===== src/rtl/bdm_pkg.sv =====
package bdm_pkg;

    typedef enum logic [1:0] {
        PH_IDLE = 2'd0,
        PH_ADDR = 2'd1,
        PH_DATA = 2'd2
    } phase_e;

endpackage


===== src/rtl/bdm_phase_fsm.sv =====
module bdm_phase_fsm #(
    parameter int LO_W = 8
) (
    input  logic            clk,
    input  logic            rst_n,
    input  logic            ale_i,
    input  logic [LO_W-1:0] ad_i,
    output logic [LO_W-1:0] lo_q_o,
    output logic            data_ph_o
);
    import bdm_pkg::*;

    phase_e          state_q;
    phase_e          state_d;
    logic [LO_W-1:0] lo_q;
    logic            armed_q;

    // state register
    always_ff @(posedge clk or negedge rst_n) begin
        if (!rst_n) state_q <= PH_IDLE;
        else        state_q <= state_d;
    end

    // next state
    always_comb begin
        state_d = state_q;
        unique case (state_q)
            PH_IDLE: if (ale_i) state_d = PH_ADDR;
            PH_ADDR: if (!ale_i) state_d = PH_DATA;
            PH_DATA: if (ale_i) state_d = PH_ADDR;
            default: state_d = PH_IDLE;
        endcase
    end

    // low address capture, edge-sampled equivalent of a transparent latch
    always_ff @(posedge clk or negedge rst_n) begin
        if (!rst_n)     lo_q <= '0;
        else if (ale_i) lo_q <= ad_i;
    end

    // outputs
    always_comb begin
        data_ph_o = 1'b0;
        unique case (state_q)
            PH_IDLE: data_ph_o = 1'b0;
            PH_ADDR: data_ph_o = 1'b0;
            PH_DATA: data_ph_o = !ale_i;
            default: data_ph_o = 1'b0;
        endcase
    end

    assign lo_q_o = lo_q;

    always_ff @(posedge clk or negedge rst_n) begin
        if (!rst_n) armed_q <= 1'b0;
        else        armed_q <= 1'b1;
    end

    AST_LO_CAPTURE: assert property (@(posedge clk) disable iff (!rst_n)
        (armed_q && $past(ale_i)) |-> (lo_q_o == $past(ad_i)));
    AST_LO_HOLD: assert property (@(posedge clk) disable iff (!rst_n)
        (armed_q && !$past(ale_i)) |-> $stable(lo_q_o));
    AST_NO_DATA_DURING_ALE: assert property (@(posedge clk) disable iff (!rst_n)
        ale_i |-> !data_ph_o);

endmodule


===== src/rtl/bdm_cmd_decode.sv =====
module bdm_cmd_decode #(
    parameter int DW = 8
) (
    input  logic          clk,
    input  logic          rst_n,
    input  logic          active_i,
    input  logic          ale_i,
    input  logic          io_m_i,
    input  logic          rd_n_i,
    input  logic          wr_n_i,
    input  logic [DW-1:0] ad_i,
    input  logic [DW-1:0] rdata_i,
    output logic          mem_rd_n_o,
    output logic          mem_wr_n_o,
    output logic          io_rd_n_o,
    output logic          io_wr_n_o,
    output logic          bus_err_o,
    output logic [DW-1:0] wdata_o,
    output logic [DW-1:0] ad_o,
    output logic          ad_oe_o
);
    logic conflict;
    logic rd_go;
    logic wr_go;

    assign conflict = !rd_n_i && !wr_n_i;
    assign rd_go    = active_i && !rd_n_i && wr_n_i;
    assign wr_go    = active_i && !wr_n_i && rd_n_i;

    always_comb begin
        mem_rd_n_o = !(rd_go && !io_m_i);
        mem_wr_n_o = !(wr_go && !io_m_i);
        io_rd_n_o  = !(rd_go &&  io_m_i);
        io_wr_n_o  = !(wr_go &&  io_m_i);
        bus_err_o  = active_i && conflict;
        ad_oe_o    = rd_go;
        ad_o       = rd_go ? rdata_i : '0;
        wdata_o    = wr_go ? ad_i : '0;
    end

    AST_ONE_STROBE: assert property (@(posedge clk) disable iff (!rst_n)
        $onehot0({!mem_rd_n_o, !mem_wr_n_o, !io_rd_n_o, !io_wr_n_o}));
    AST_QUIET_DURING_ALE: assert property (@(posedge clk) disable iff (!rst_n)
        ale_i |-> (mem_rd_n_o && mem_wr_n_o && io_rd_n_o && io_wr_n_o));
    AST_ERR_NO_STROBE: assert property (@(posedge clk) disable iff (!rst_n)
        bus_err_o |-> (mem_rd_n_o && mem_wr_n_o && io_rd_n_o && io_wr_n_o));
    AST_OE_WITH_READ: assert property (@(posedge clk) disable iff (!rst_n)
        ad_oe_o |-> (!mem_rd_n_o || !io_rd_n_o));

endmodule


===== src/rtl/bdm_chip_select.sv =====
module bdm_chip_select #(
    parameter int ADDR_W     = 16,
    parameter int DEV_AW     = 11,
    parameter int SEL_W      = 2,
    parameter bit EXHAUSTIVE = 1'b1,
    parameter int HI_MATCH   = 0
) (
    input  logic                    clk,
    input  logic                    rst_n,
    input  logic                    en_i,
    input  logic [ADDR_W-1:0]       addr_i,
    output logic [(1<<SEL_W)-1:0]   cs_n_o
);
    localparam int NDEV   = 1 << SEL_W;
    localparam int EN_BIT = DEV_AW + SEL_W;
    localparam int HI_LSB = EN_BIT + 1;
    localparam int HI_W   = ADDR_W - HI_LSB;

    logic             hit;
    logic [SEL_W-1:0] sel;

    assign sel = addr_i[EN_BIT-1:DEV_AW];

    generate
        if (EXHAUSTIVE) begin : g_full
            logic [HI_W-1:0] hi_ref;
            assign hi_ref = HI_MATCH[HI_W-1:0];
            assign hit = en_i && addr_i[EN_BIT] && (addr_i[ADDR_W-1:HI_LSB] == hi_ref);
        end else begin : g_part
            assign hit = en_i && addr_i[EN_BIT];
        end
    endgenerate

    generate
        for (genvar k = 0; k < NDEV; k++) begin : g_cs
            assign cs_n_o[k] = !(hit && (sel == SEL_W'(k)));
        end
    endgenerate

    AST_CS_ONEHOT: assert property (@(posedge clk) disable iff (!rst_n)
        $onehot0(~cs_n_o));
    AST_CS_NEEDS_PHASE: assert property (@(posedge clk) disable iff (!rst_n)
        !en_i |-> (&cs_n_o));

endmodule


===== src/rtl/bdm_bus_demux.sv =====
module bdm_bus_demux #(
    parameter int LO_W       = 8,
    parameter int ADDR_W     = 16,
    parameter int DEV_AW     = 11,
    parameter int SEL_W      = 2,
    parameter bit EXHAUSTIVE = 1'b1,
    parameter int HI_MATCH   = 0
) (
    input  logic                       clk,
    input  logic                       rst_n,
    input  logic                       ale_i,
    input  logic [LO_W-1:0]            ad_i,
    input  logic [ADDR_W-LO_W-1:0]     a_hi_i,
    input  logic                       io_m_i,
    input  logic                       rd_n_i,
    input  logic                       wr_n_i,
    input  logic [LO_W-1:0]            rdata_i,
    output logic [ADDR_W-1:0]          addr_o,
    output logic [DEV_AW-1:0]          dev_addr_o,
    output logic                       mem_rd_n_o,
    output logic                       mem_wr_n_o,
    output logic                       io_rd_n_o,
    output logic                       io_wr_n_o,
    output logic [(1<<SEL_W)-1:0]      cs_n_o,
    output logic                       bus_err_o,
    output logic [LO_W-1:0]            wdata_o,
    output logic [LO_W-1:0]            ad_o,
    output logic                       ad_oe_o
);
    logic [LO_W-1:0] lo_q;
    logic            data_ph;
    logic            mem_ph;

    bdm_phase_fsm #(.LO_W(LO_W)) u_fsm (
        .clk       (clk),
        .rst_n     (rst_n),
        .ale_i     (ale_i),
        .ad_i      (ad_i),
        .lo_q_o    (lo_q),
        .data_ph_o (data_ph)
    );

    assign addr_o     = {a_hi_i, lo_q};
    assign dev_addr_o = addr_o[DEV_AW-1:0];
    assign mem_ph     = data_ph && !io_m_i;

    bdm_cmd_decode #(.DW(LO_W)) u_cmd (
        .clk        (clk),
        .rst_n      (rst_n),
        .active_i   (data_ph),
        .ale_i      (ale_i),
        .io_m_i     (io_m_i),
        .rd_n_i     (rd_n_i),
        .wr_n_i     (wr_n_i),
        .ad_i       (ad_i),
        .rdata_i    (rdata_i),
        .mem_rd_n_o (mem_rd_n_o),
        .mem_wr_n_o (mem_wr_n_o),
        .io_rd_n_o  (io_rd_n_o),
        .io_wr_n_o  (io_wr_n_o),
        .bus_err_o  (bus_err_o),
        .wdata_o    (wdata_o),
        .ad_o       (ad_o),
        .ad_oe_o    (ad_oe_o)
    );

    bdm_chip_select #(
        .ADDR_W     (ADDR_W),
        .DEV_AW     (DEV_AW),
        .SEL_W      (SEL_W),
        .EXHAUSTIVE (EXHAUSTIVE),
        .HI_MATCH   (HI_MATCH)
    ) u_cs (
        .clk    (clk),
        .rst_n  (rst_n),
        .en_i   (mem_ph),
        .addr_i (addr_o),
        .cs_n_o (cs_n_o)
    );

    AST_CS_MEM_ONLY: assert property (@(posedge clk) disable iff (!rst_n)
        io_m_i |-> (&cs_n_o));

endmodule


===== config.mk =====
export PLATFORM = sky130hd
export DESIGN_NAME = bdm_bus_demux
export DESIGN_NICKNAME = d
export VERILOG_FILES = /design/src/rtl/bdm_pkg.sv /design/src/rtl/bdm_phase_fsm.sv /design/src/rtl/bdm_cmd_decode.sv /design/src/rtl/bdm_chip_select.sv /design/src/rtl/bdm_bus_demux.sv
export SDC_FILE = /design/constraint.sdc
export NUM_CORES = 1
export LEC_CHECK = 0
export BUFFER_PORTS_ARGS = -buffer_cell sky130_fd_sc_hd__buf_4
export CORE_ASPECT_RATIO = 0.75
export CORE_MARGIN = 2
export CORE_UTILIZATION = 36
export CTS_BUF_LIST = sky130_fd_sc_hd__clkbuf_8
export DETAILED_ROUTE_END_ITERATION = 12
export PLACE_DENSITY = 0.79
export SETUP_SLACK_MARGIN = 0.2
export SLEW_MARGIN = 20
export SYNTH_ARGS = -nofsm -noshare
export SYNTH_HDL_FRONTEND = slang
export SYNTH_SLANG_ARGS = --single-unit
export TNS_END_PERCENT = 30

===== constraint.sdc =====
create_clock -name clk -period 1.9 [get_ports clk]
set_input_delay 0.38 -clock clk [delete_from_list [all_inputs] [get_ports clk]]
set_output_delay 0.38 -clock clk [all_outputs]
set_load 0.03 [all_outputs]

### Yosys cells after proc, flatten, opt, wreduce, memory -nomap -nowiden

Index checks and enable logic that the tools add are counted.

| word-level totals | value |
|---|---|
| RAM bits | 0 |
| memories kept | 0 |
| input port bits | 30 |
| bits in latches | 0 |
| logic and storage cells | 49 |
| register bits | 10 |
| memory bits (read-only) | 0 |

| operators by class | value |
|---|---|
| $mul | 0 |
| order comparisons | 0 |
| shift-type cells | 0 |
| div/mod/pow operators | 0 |
| bitwise operators | 0 |
| reduce and logical (&&, ||, !) cells | 34 |
| muxes and demuxes | 6 |
| equality and inequality tests | 7 |
| add/subtract/negate cells | 0 |

Operators with widths:

| kind | count |
|---|---|
| logical AND 1 bit | 17 |
| 2-to-1 mux 8 bit | 2 |
| logical NOT 1 bit | 12 |
| == test 2 bit, second input constant | 3 |
| logical NOT 2 bit | 3 |
| == test 2 x 1 -> 1 bit, second input constant | 2 |
| 2-to-1 mux 2 bit | 2 |
| case mux 2 bit (2 select lines) | 1 |
| != test 2 x 1 -> 1 bit, second input constant | 1 |
| != test 2 bit, second input constant | 1 |
| AND reduction 2 bit | 1 |
| OR reduction 2 bit | 1 |
| 2-to-1 mux 1 bit | 1 |

### Longest topological paths before layout

Gate-level depths: netlist (run 1).

| depth | value |
|---|---|
| depth after elaboration | 7 |
| gate-level depth with buffers | 3 |

### Hierarchy

A second synthesis (run 1) with hierarchy kept.

| unflattened totals | value |
|---|---|
| cells, all modules | 77 |
| area, all modules | 853.3 um2 |

By module, submodules not included:

| module | times used | cells each | seq. area each (um2) | area each (um2) |
|---|---|---|---|---|
| bdm_phase_fsm | 1 | 23 | 250.2 | 405.4 |
| bdm_cmd_decode | 1 | 28 | 0.0 | 251.5 |
| bdm_bus_demux | 1 | 20 | 0.0 | 156.4 |
| bdm_chip_select | 1 | 6 | 0.0 | 40.0 |

### Worst setup path after synthesis (run 1)

OpenSTA, ideal clock, no wires.

| timing | value |
|---|---|
| path kind | flip-flop to output port |
| from | register u_fsm.state_q[0] |
| to | output wdata_o[0] |
| path buffers | 1 |
| arrival | 1372 ps |
| required time | 1520 ps |
| cell stages (with the launch flop) | 4 |
| path slack | 148 ps |
| cell sequence | dfrtp_1 -> or3b_4 -> buf_6 -> nor3_2 |

| between the ends | value |
|---|---|
| word-level cells in the longest chain between the ends | 5 |

RTL lines:

| what | line | RTL |
|---|---|---|
| start, declared | bdm_phase_fsm.sv:13 | `phase_e state_q;` |
| start signal, assigned | bdm_phase_fsm.sv:21 | `else state_q <= state_d;` |
| == test 2 bit | bdm_phase_fsm.sv:44 | `unique case (state_q)` |
| 2-to-1 mux 1 bit | bdm_phase_fsm.sv:44 |  |
| logical AND 1 bit (2 in series) | bdm_cmd_decode.sv:28 | `assign wr_go = active_i && !wr_n_i && rd_n_i;` |
| 2-to-1 mux 8 bit | bdm_cmd_decode.sv:38 | `wdata_o = wr_go ? ad_i : '0;` |
| end, declared | bdm_bus_demux.sv:26 | `output logic [LO_W-1:0] wdata_o,` |

Every way passes these cells.

### Final worst setup path (run 1)

| timing | value |
|---|---|
| from | register u_fsm.state_q[0] |
| to | output mem_rd_n_o |

| between the ends | value |
|---|---|
| word-level cells in the longest chain between the ends | 6 |

RTL lines:

| what | line | RTL |
|---|---|---|
| == test 2 bit | bdm_phase_fsm.sv:44 |  |
| 2-to-1 mux 1 bit | bdm_phase_fsm.sv:44 |  |
| logical AND 1 bit (2 in series) | bdm_cmd_decode.sv:27 | `assign rd_go = active_i && !rd_n_i && wr_n_i;` |
| logical AND 1 bit | bdm_cmd_decode.sv:31 | `mem_rd_n_o = !(rd_go && !io_m_i);` |
| logical NOT 1 bit | bdm_cmd_decode.sv:31 |  |
| end, declared | bdm_bus_demux.sv:20 | `output logic mem_rd_n_o,` |

Every way passes these cells.

==> results.py, run 1 <==
metrics = {
    "floorplan": {
        "die_h_um": 45.3,
        "coreArea_um2": 2070,
        "fp-row-count": 14,
        "die_area_um2": 2670,
        "pin_count": 83,
        "initial_core_util": 0.395,
        "die_w_um": 59.0,
    },
    "clock_network": {
        "clock_latency_ns": 0.23,
        "path_clk_slew_ns": 0.05,
        "clock-sinks": 10,
        "cts_buffers": 3,
        "ctsRootBufferMaster": "clkbuf_8",
        "clockBufferDepth": 2,
        "htree_levels": 1,
        "cts_tree": "yes",
    },
    "cells_and_area": {
        "finalNonFillerCells": 173,
        "diodes": 0,
        "drive_gt1_frac": 0.772,
        "fill_cells": 156,
        "design_area_um2": 1520,
        "syn_to_final_growth_pct": 85.5,
        "fin_util": 0.733,
        "fin_nets": 180,
    },
    "placed_design": {
        "dp.cells": 166,
        "portBuffers": 73,
        "place_congestion": 0.683,
        "dpl_cell_area_um2": 1270,
        "place_hpwl_mm": 1.80,
        "post-place-ws_ns": 0.0806,
    },
    "timing": {
        "fmax_mhz": 520,
        "fin_crit_sh": 1.01,
        "whs_ns": 0.390,
        "final-setup-viol-count": 2,
        "tightest_slew_ns": 0.620,
        "maxSlewHeadroom": 0.586,
        "rsz0062_at_grt": "true",
        "finalWorstSetupSlack_ns": -0.0233,
        "finalCriticalPeriod_ns": 1.92,
        "finalSetupTns_ns": -0.0421,
        "timing_hold_violations_final": 0,
        "fin_skew_ns": 0.00394,
        "drv_slew": 0,
    },
    "logic_synthesis": {
        "synth_ff_type": "dfrtp_1",
        "synthArstFlopShare": 1.00,
        "syn_inst": 86,
        "ys_seq_area_frac": 0.306,
        "ys_warn_count": 0,
        "synth_nets": 116,
        "syn_area_per_cell_um2": 9.50,
        "synth_area_um2": 817,
        "synth_seq_cells": 10,
        "yosysUniqueCellTypes": 22,
        "synth_edf_count": 0,
    },
    "worst_setup_path": {
        "rrSetupSlack_ns": 1.04,
        "worstPathMaxFanout": 5,
        "cp.required_ns": 1.52,
        "arrival_ns": 1.54,
        "startpoint_type": "flip-flop",
        "critical_path_class": "reg -> out",
        "rr_endpoint": "u_fsm.state_q[1]",
        "reg2reg_depth": 3,
        "worstReg2RegStart": "u_fsm.state_q[0]",
        "crit_start": "u_fsm.state_q[0]",
        "worst_setup_path_end_kind": "output port",
        "worstSetupEndpoint": "mem_rd_n_o",
    },
    "route": {
        "drt_first_pass_iters": 4,
        "detail-route-antenna-nets": 0,
        "drc_errors": 0,
        "post_drt_wl_per_cell_um": 13.9,
        "vias": 838,
        "routed_wl_mm": 2.41,
        "drt_iter0_markers": 16,
        "via_per_inst": 4.84,
    },
    "power": {
        "power.density_nw_per_um2": 550,
        "vdd_ir_drop_max_mv": 0.381,
        "power_uw": 833,
        "power.leakage_nw": 0.738,
    },
    "hold_path": {
        "hold_class": "in -> reg",
    },
    "global_routing": {
        "grt_pass1_wl_mm": 3.55,
        "grt_max_degree": 13,
        "grt_pass1_vias": 809,
        "antenna_found_initial": 0,
        "track_usage": 0.179,
        "grt-ovfl-total": 0,
    },
    "run_status": {
        "outcome": "complete, but fails checks",
        "violations": "setup timing",
    },
    "flow_run": {
        "drv_cap": 0,
    },
}
## sequential cells by signal, indices dropped and copies added, names as in the netlist
name / flops
u_fsm.state_q: 2
u_fsm.lo_q_o: 8
## cells by family after synthesis
kind of cell,synth area share
flops,0.306
mux,0.110
buf+inv,0.243
xor+xnor,0.0107
simple gates,0.320
compound gates,0.00919
## cells in the final DEF (no fill, tap or decap), drive strengths merged
cell type,n
or2b,1
nand3,3
dlygate4sd3,1
or3b,1
inv,8
nor3b,1
a21boi,1
dfrtp,10
nand4b,2
and3,8
xnor2,1
nor2,3
nand2b,1
nor4b,1
nand3b,1
clkbuf,4
nor3,9
or3,2
nor2b,1
mux2,8
nor4bb,1
buf,81
## area by class of cell
cell class / count / area (um^2) / share of cell area
clock buffer: 4 / 55.1 / 0.0363
inverter: 8 / 30.0 / 0.0198
multi-input combinational: 45 / 457 / 0.301
sequential: 10 / 250 / 0.165
tap: 24 / 30.0 / 0.0198
timing repair buffer: 82 / 693 / 0.457
## cell usage after synthesis, drive strengths merged (2+ instances only)
cell     n  area, um^2
buf     23         169
dfrtp   10         250
nor3     9        90.1
and3     8        50.1
inv      8        30.0
mux2     8        90.1
nand3    3        15.0
nor2     3        11.3
nand4b   2        17.5
or3      2        12.5
## worst min path at each step
stage,startpoint,end,slack (ns),cells past startpoint
floorplan,rst_n,u_fsm.lo_q_o[0],0.08,0
global placement,rst_n,u_fsm.lo_q_o[7],0.22,1
detailed placement,rst_n,u_fsm.lo_q_o[5],0.22,1
CTS,ad_i[4],u_fsm.lo_q_o[4],0.39,2
global route,ad_i[4],u_fsm.lo_q_o[4],0.39,2
finish,ad_i[4],u_fsm.lo_q_o[4],0.39,2
## power breakdown
part	switching [mW]	leakage, nW	total, mW	internal, mW
combinational	0.178	0.591	0.322	0.144
clock	0.0786	0.0288	0.260	0.182
sequential	0.0156	0.118	0.251	0.235
## routing by layer
layer  track usage  share of wire  vias to the layer above
met5             0              0                        -
met4        0.0545         0.0021                        0
met1         0.201           0.37                      391
li1              -              -                      397
met2         0.351           0.54                       48
met3        0.0258          0.088                        2
## critical path: stages (launching register included)
cell and delay [ns]:
dfrtp_1 0.37, or3b_4 0.41, or3_1 0.38, buf_6 0.15
## what timing repair did
action                                  in CTS  in global routing
hold endpoints to repair                    10                  0
pin swaps                                   10                  7
gates resized for setup                     29                  7
buffers inserted                             2                  0
hold buffers                                 1                  0
endpoints found under the setup margin      26                 26
Note: power is estimated with default switching activity, not from simulation.
==> run 2: changes to the inputs <==
ABC_AREA = 1   (was not set)
CORE_UTILIZATION = 37   (was 36)
PLACE_DENSITY = 0.8   (was 0.79)
==> run 2 against run 1 <==
Net effect: global-route usage is 0.65 points lower; critical endpoint is now wdata_o[7]; clock skew is 0.0015 ns lower; highest routed layer unchanged; utilization is 9.4 points lower; combinational power is 11% lower; the run now ends clean; worst hold slack worse by 0.027 ns; largest cell class unchanged; fmax is 15% higher.
==> results.py, run 2 <==
metrics = {
    "run_status": {
        "outcome": "finished clean",
    },
    "power": {
        "p_clk_frac": 0.279,
        "power.leakage_nw": 0.798,
        "p_int_uw": 490,
        "p_comb_frac": 0.383,
        "vdd_ir_drop_max_mv": 0.193,
        "seqPwrFrac": 0.338,
        "power.density_nw_per_um2": 522,
        "switching_share": 0.342,
        "power.switching_uw": 255,
    },
    "route": {
        "drc_errors": 0,
        "detail-route-antenna-nets": 0,
        "vias": 933,
        "post_drt_wl_per_cell_um": 11.4,
        "via_per_inst": 4.55,
        "routed_wl_mm": 2.33,
        "drt_first_pass_iters": 4,
        "drt_iter0_markers": 9,
    },
    "worst_setup_path": {
        "worst_setup_path_end_kind": "output port",
        "cp.depth": 5,
        "worstPathMaxFanout": 5,
        "reg2reg_depth": 3,
        "cp_top_family": "buffers and inverters",
        "cp.required_ns": 1.52,
        "startpoint_type": "flip-flop",
        "arrival_ns": 1.30,
        "cp_slowest_stage_delay_ns": 0.38,
        "rrSetupSlack_ns": 1.01,
        "critical_path_class": "reg -> out",
        "cp_cell_sequence": "inv_2, nand3_4, buf_6, nor3b_2, buf_4",
        "cp_num_buf_inv": 3,
        "cp_slowest_cell": "dfrtp_1",
    },
    "global_routing": {
        "grt_max_degree": 11,
        "grt-ovfl-total": 0,
        "track_usage": 0.173,
        "antenna_found_initial": 0,
        "grt_pass1_vias": 799,
        "grt_pass1_wl_mm": 3.47,
    },
    "timing": {
        "timing_hold_violations_final": 0,
        "rsz0062_at_grt": "true",
        "finalCriticalPeriod_ns": 1.68,
        "finalWorstSetupSlack_ns": 0.223,
        "fin_skew_ns": 0.00245,
        "maxSlewHeadroom": 0.685,
        "final-setup-viol-count": 0,
        "finalSetupTns_ns": 0,
        "drv_slew": 0,
        "fin_crit_sh": 0.883,
        "fmax_mhz": 596,
        "tightest_slew_ns": 0.471,
    },
    "floorplan": {
        "die_h_um": 45.6,
        "pin_count": 83,
        "die_w_um": 59.5,
        "coreArea_um2": 2230,
        "initial_core_util": 0.382,
        "die_area_um2": 2710,
        "fp-row-count": 15,
    },
    "clock_network": {
        "clock_latency_ns": 0.23,
        "clock-sinks": 10,
        "cts_tree": "yes",
        "ctsRootBufferMaster": "clkbuf_8",
        "clockBufferDepth": 2,
        "path_clk_slew_ns": 0.04,
        "htree_levels": 1,
        "cts_buffers": 3,
    },
    "logic_synthesis": {
        "synth_area_um2": 853,
        "yosysTopAreaCell": "dfrtp_1",
        "synth_edf_count": 0,
        "ys_seq_area_frac": 0.293,
        "netlist.area_leader.share": 0.293,
        "synth_fa_ha_area_frac": 0,
        "synth.most_common_cell": "nand2_1",
        "synthTopCellsByArea": "dfrtp_1 29%, buf_4 17%, nand2_1 12%",
        "synth.area.mux_share": 0,
        "syn_inst": 114,
        "synthArstFlopShare": 1.00,
        "synth.cells.most_frequent": "28 x nand2_1, 19 x buf_4, 18 x inv_1, 13 x nor2_1, 10 x dfrtp_1",
        "synth_top_family_by_area": "simple AND/OR/NAND/NOR gates",
        "synth_nets": 144,
        "syn_area_per_cell_um2": 7.49,
        "synthXorXnorAreaFrac": 0,
        "synth_seq_cells": 10,
        "ys_warn_count": 0,
        "synth-compound-area-share": 0.00587,
        "synth-simple-area-share": 0.416,
        "yosysUniqueCellTypes": 18,
        "synth_ff_type": "dfrtp_1",
    },
    "cells_and_area": {
        "drive_gt1_frac": 0.578,
        "syn_to_final_growth_pct": 67.2,
        "largest_reg_flops": 8,
        "mostFrequentLayoutCell": "buf_4",
        "diodes": 0,
        "finalNonFillerCells": 205,
        "mostFrequentLayoutCells": "81 x buf_4, 28 x nand2_1, 17 x inv_1",
        "fin_nets": 212,
    },
    "placed_design": {
        "portBuffers": 73,
        "dp.cells": 192,
        "place_hpwl_mm": 1.81,
        "post-place-ws_ns": 0.236,
        "place_congestion": 0.684,
    },
    "hold_path": {
        "min_delay_path_depth": 3,
        "hold_class": "in -> reg",
    },
    "flow_run": {
        "drv_cap": 0,
    },
}
run 2: through the flow:
stage	area, um^2	util	total power [mW]	hold slack, ns
3_5_place_dp	1280	0.574	0.517	0.219
6_report	1430	0.639	0.745	0.362
2_1_floorplan	858	-	0.443	0.0844
4_1_cts	1390	0.624	0.745	0.359
3_3_place_gp	1280	0.574	0.511	0.212
5_1_grt	1430	0.639	0.783	0.377
run 2: layout make-up:
cell class              instances  area (um^2)
clock buffers                   3         41.3
inverters                      19         72.6
well taps                      25         31.3
repair buffers                 83          629
multi-input cells              65          400
flip-flops and latches         10          251
fillers                       189          807
run 2: routing by layer:
| metal | up-vias | track usage | part of all wire |
|---|---|---|---|
| li1 | 464 | - | - |
| met1 | 420 | 0.206 | 0.42 |
| met2 | 46 | 0.310 | 0.49 |
| met3 | 3 | 0.0369 | 0.086 |
| met4 | 0 | 0.0591 | 0.0039 |
| met5 | - | 0 | 0 |
run 2: power groups by stage:
stage / Sequential, mW / Clock [mW] / Combinational (mW)
5_1_grt: 0.254 / 0.224 / 0.306
4_1_cts: 0.252 / 0.214 / 0.279
3_3_place_gp: 0.251 / 0 / 0.260
6_report: 0.252 / 0.208 / 0.285
2_1_floorplan: 0.280 / 0 / 0.163
3_5_place_dp: 0.253 / 0 / 0.264
run 2: repair_timing:
item / 4_1_cts / 5_1_grt
pin swaps: 1 / 2
hold buffers: 1 / 0
gates resized for setup: 3 / 3
endpoints found under the hold margin: 10 / 0
endpoints found under the setup margin: 16 / 25
setup buffers: 6 / 1
cloned: 1 / 1
run 2: worst register-to-register path: cells and delay by family, from the launching register on:
kind | cells | cell delay [ns]
flip-flops | 1 | 0.38
buffers and inverters | 2 | 0.26
AO/OA/AOI/OAI | 1 | 0.16
run 2: cells by family (layout without fill, tap and decap cells):
group / after synthesis / in the layout
and+or+nand+nor: 62 / 64
DFF: 10 / 10
AOI/OAI and AO/OA: 1 / 1
buffers and inverters: 41 / 105
run 2: worst paths after layout:
kind,start,end
max in group asynchronous,rst_n,u_fsm.state_q[1]
hold / removal,ad_i[1],u_fsm.lo_q_o[1]
hold reg to reg,u_fsm.lo_q_o[2],u_fsm.lo_q_o[2]
setup reg to reg,u_fsm.state_q[0],u_fsm.state_q[0]
setup / recovery,u_fsm.state_q[0],wdata_o[7]
min in group asynchronous,rst_n,u_fsm.lo_q_o[7]
==> run 3: changes to the inputs <==
==> constraint.sdc (replaced) <==
create_clock -name clk -period 1.9 [get_ports clk]
set_input_delay 0.285 -clock clk [delete_from_list [all_inputs] [get_ports clk]]
set_output_delay 0.285 -clock clk [all_outputs]
set_load 0.03 [all_outputs]
==> run 3 against run 2 <==
Net effect: sequential share of layout area grew 0.11 points; non-clock buffer count shrank 4; register-to-register slack is essentially flat; fmax grew 2.4%; critical path type unchanged; highest routed layer unchanged; largest cell class unchanged.
==> results.py, run 3 (synthesis results as in run 2) <==
metrics = {
    "run_status": {
        "outcome": "finished clean",
    },
    "global_routing": {
        "track_usage": 0.176,
        "grt-ovfl-total": 0,
        "grt_pass1_vias": 774,
        "grt_pass1_wl_mm": 3.54,
        "grt_max_degree": 12,
        "antenna_found_initial": 0,
    },
    "clock_network": {
        "clockBufferDepth": 2,
        "htree_levels": 1,
        "path_clk_slew_ns": 0.05,
        "clock-sinks": 10,
        "ctsRootBufferMaster": "clkbuf_8",
        "cts_tree": "yes",
        "clock_latency_ns": 0.23,
        "cts_buffers": 3,
    },
    "timing": {
        "finalCriticalPeriod_ns": 1.64,
        "timing_hold_violations_final": 0,
        "final-setup-viol-count": 0,
        "fin_crit_sh": 0.862,
        "fmax_mhz": 610,
        "drv_slew": 0,
        "maxSlewHeadroom": 0.702,
        "tightest_slew_ns": 0.446,
        "fin_skew_ns": 0.0000396,
        "finalWorstSetupSlack_ns": 0.262,
        "rsz0062_at_grt": "true",
        "finalSetupTns_ns": 0,
    },
    "cells_and_area": {
        "fin_nets": 206,
        "fill_cells": 202,
        "drive_gt1_frac": 0.560,
        "largest_reg_flops": 8,
        "mostFrequentLayoutCells": "77 x buf_4, 28 x nand2_1, 17 x inv_1",
        "syn_to_final_growth_pct": 65.2,
        "diodes": 0,
        "finalNonFillerCells": 200,
        "mostFrequentLayoutCell": "buf_4",
    },
    "placed_design": {
        "post-place-ws_ns": 0.280,
        "dp.cells": 190,
        "place_congestion": 0.722,
        "portBuffers": 73,
        "place_hpwl_mm": 1.89,
    },
    "worst_setup_path": {
        "worst_setup_path_end_kind": "output port",
        "critical_path_class": "reg -> out",
        "arrival_ns": 1.35,
        "worstPathMaxFanout": 7,
        "cp.required_ns": 1.62,
        "startpoint_type": "flip-flop",
    },
    "floorplan": {
        "initial_core_util": 0.382,
        "pin_count": 83,
        "coreArea_um2": 2230,
        "fp-row-count": 15,
        "die_w_um": 59.5,
        "die_h_um": 45.6,
        "die_area_um2": 2710,
    },
    "route": {
        "detail-route-antenna-nets": 0,
        "via_per_inst": 4.51,
        "post_drt_wl_per_cell_um": 11.7,
        "routed_wl_mm": 2.35,
        "drt_iter0_markers": 17,
        "drc_errors": 0,
        "drt_first_pass_iters": 4,
        "vias": 902,
    },
    "power": {
        "vdd_ir_drop_max_mv": 0.204,
        "power.leakage_nw": 0.817,
        "power.density_nw_per_um2": 566,
    },
    "flow_run": {
        "drv_cap": 0,
    },
    "hold_path": {
        "hold_class": "in -> reg",
    },
}
[run 3: cell type report]
cell class	count	area, um^2	area share
clock buffers	4	55.1	0.0390
inverters	19	72.6	0.0515
well taps	25	31.3	0.0222
multi-input cells	63	393	0.279
repair buffers	79	608	0.431
flip-flops and latches	10	250	0.177
[run 3: what timing repair did]
| action | in CTS | in global routing |
|---|---|---|
| setup buffers | 3 | 2 |
| hold endpoints to repair | 10 | 0 |
| pin swaps | 1 | 0 |
| resized for setup | 1 | 5 |
| hold buffers | 1 | 0 |
| gates cloned | 0 | 0 |
| setup endpoints to repair | 6 | 20 |
[run 3: worst max-delay path, cell delays in order (launching register included)]
cell and delay, ns:
dfrtp_1 0.39, inv_2 0.08, nand3_4 0.11, buf_12 0.17, nor3b_2 0.17, buf_4 0.19
[run 3: metal layers]
metal  wire length [um]  up-vias  GRT usage
li1                   -      449          -
met1               1010      402      0.225
met5                  0        -          0
met4                  9        0     0.0591
met3                244        3     0.0341
met2               1080       48      0.299
[run 3: final timing paths]
check | from | endpoint | slack [ns] | depth (start not counted)
max | u_fsm.state_q[0] | wdata_o[1] | 0.26 | 5
min | ad_i[5] | u_fsm.lo_q_o[5] | 0.26 | 3
max reg2reg | u_fsm.state_q[1] | u_fsm.state_q[1] | 1.02 | 3
min reg2reg | u_fsm.state_q[0] | u_fsm.state_q[0] | 0.49 | 1
max in group asynchronous | rst_n | u_fsm.lo_q_o[2] | 1.33 | 2
min in group asynchronous | rst_n | u_fsm.lo_q_o[1] | 0.42 | 2
[run 3: where the power goes]
group / internal, mW / switching [mW] / leakage [nW]
registers: 0.232 / 0.0172 / 0.122
logic: 0.117 / 0.164 / 0.666
clock network: 0.182 / 0.0859 / 0.0288
total: 0.531 / 0.267 / 0.817
[run 3: metrics by stage]
step / hold WS, ns / area [um^2] / utilization / total power, mW
2_1_floorplan: -0.0106 / 858 / - / 0.443
4_1_cts: 0.264 / 1370 / 0.613 / 0.794
3_5_place_dp: 0.121 / 1270 / 0.568 / 0.515
3_3_place_gp: 0.115 / 1270 / 0.568 / 0.508
5_1_grt: 0.281 / 1410 / 0.631 / 0.831
6_report: 0.263 / 1410 / 0.631 / 0.798
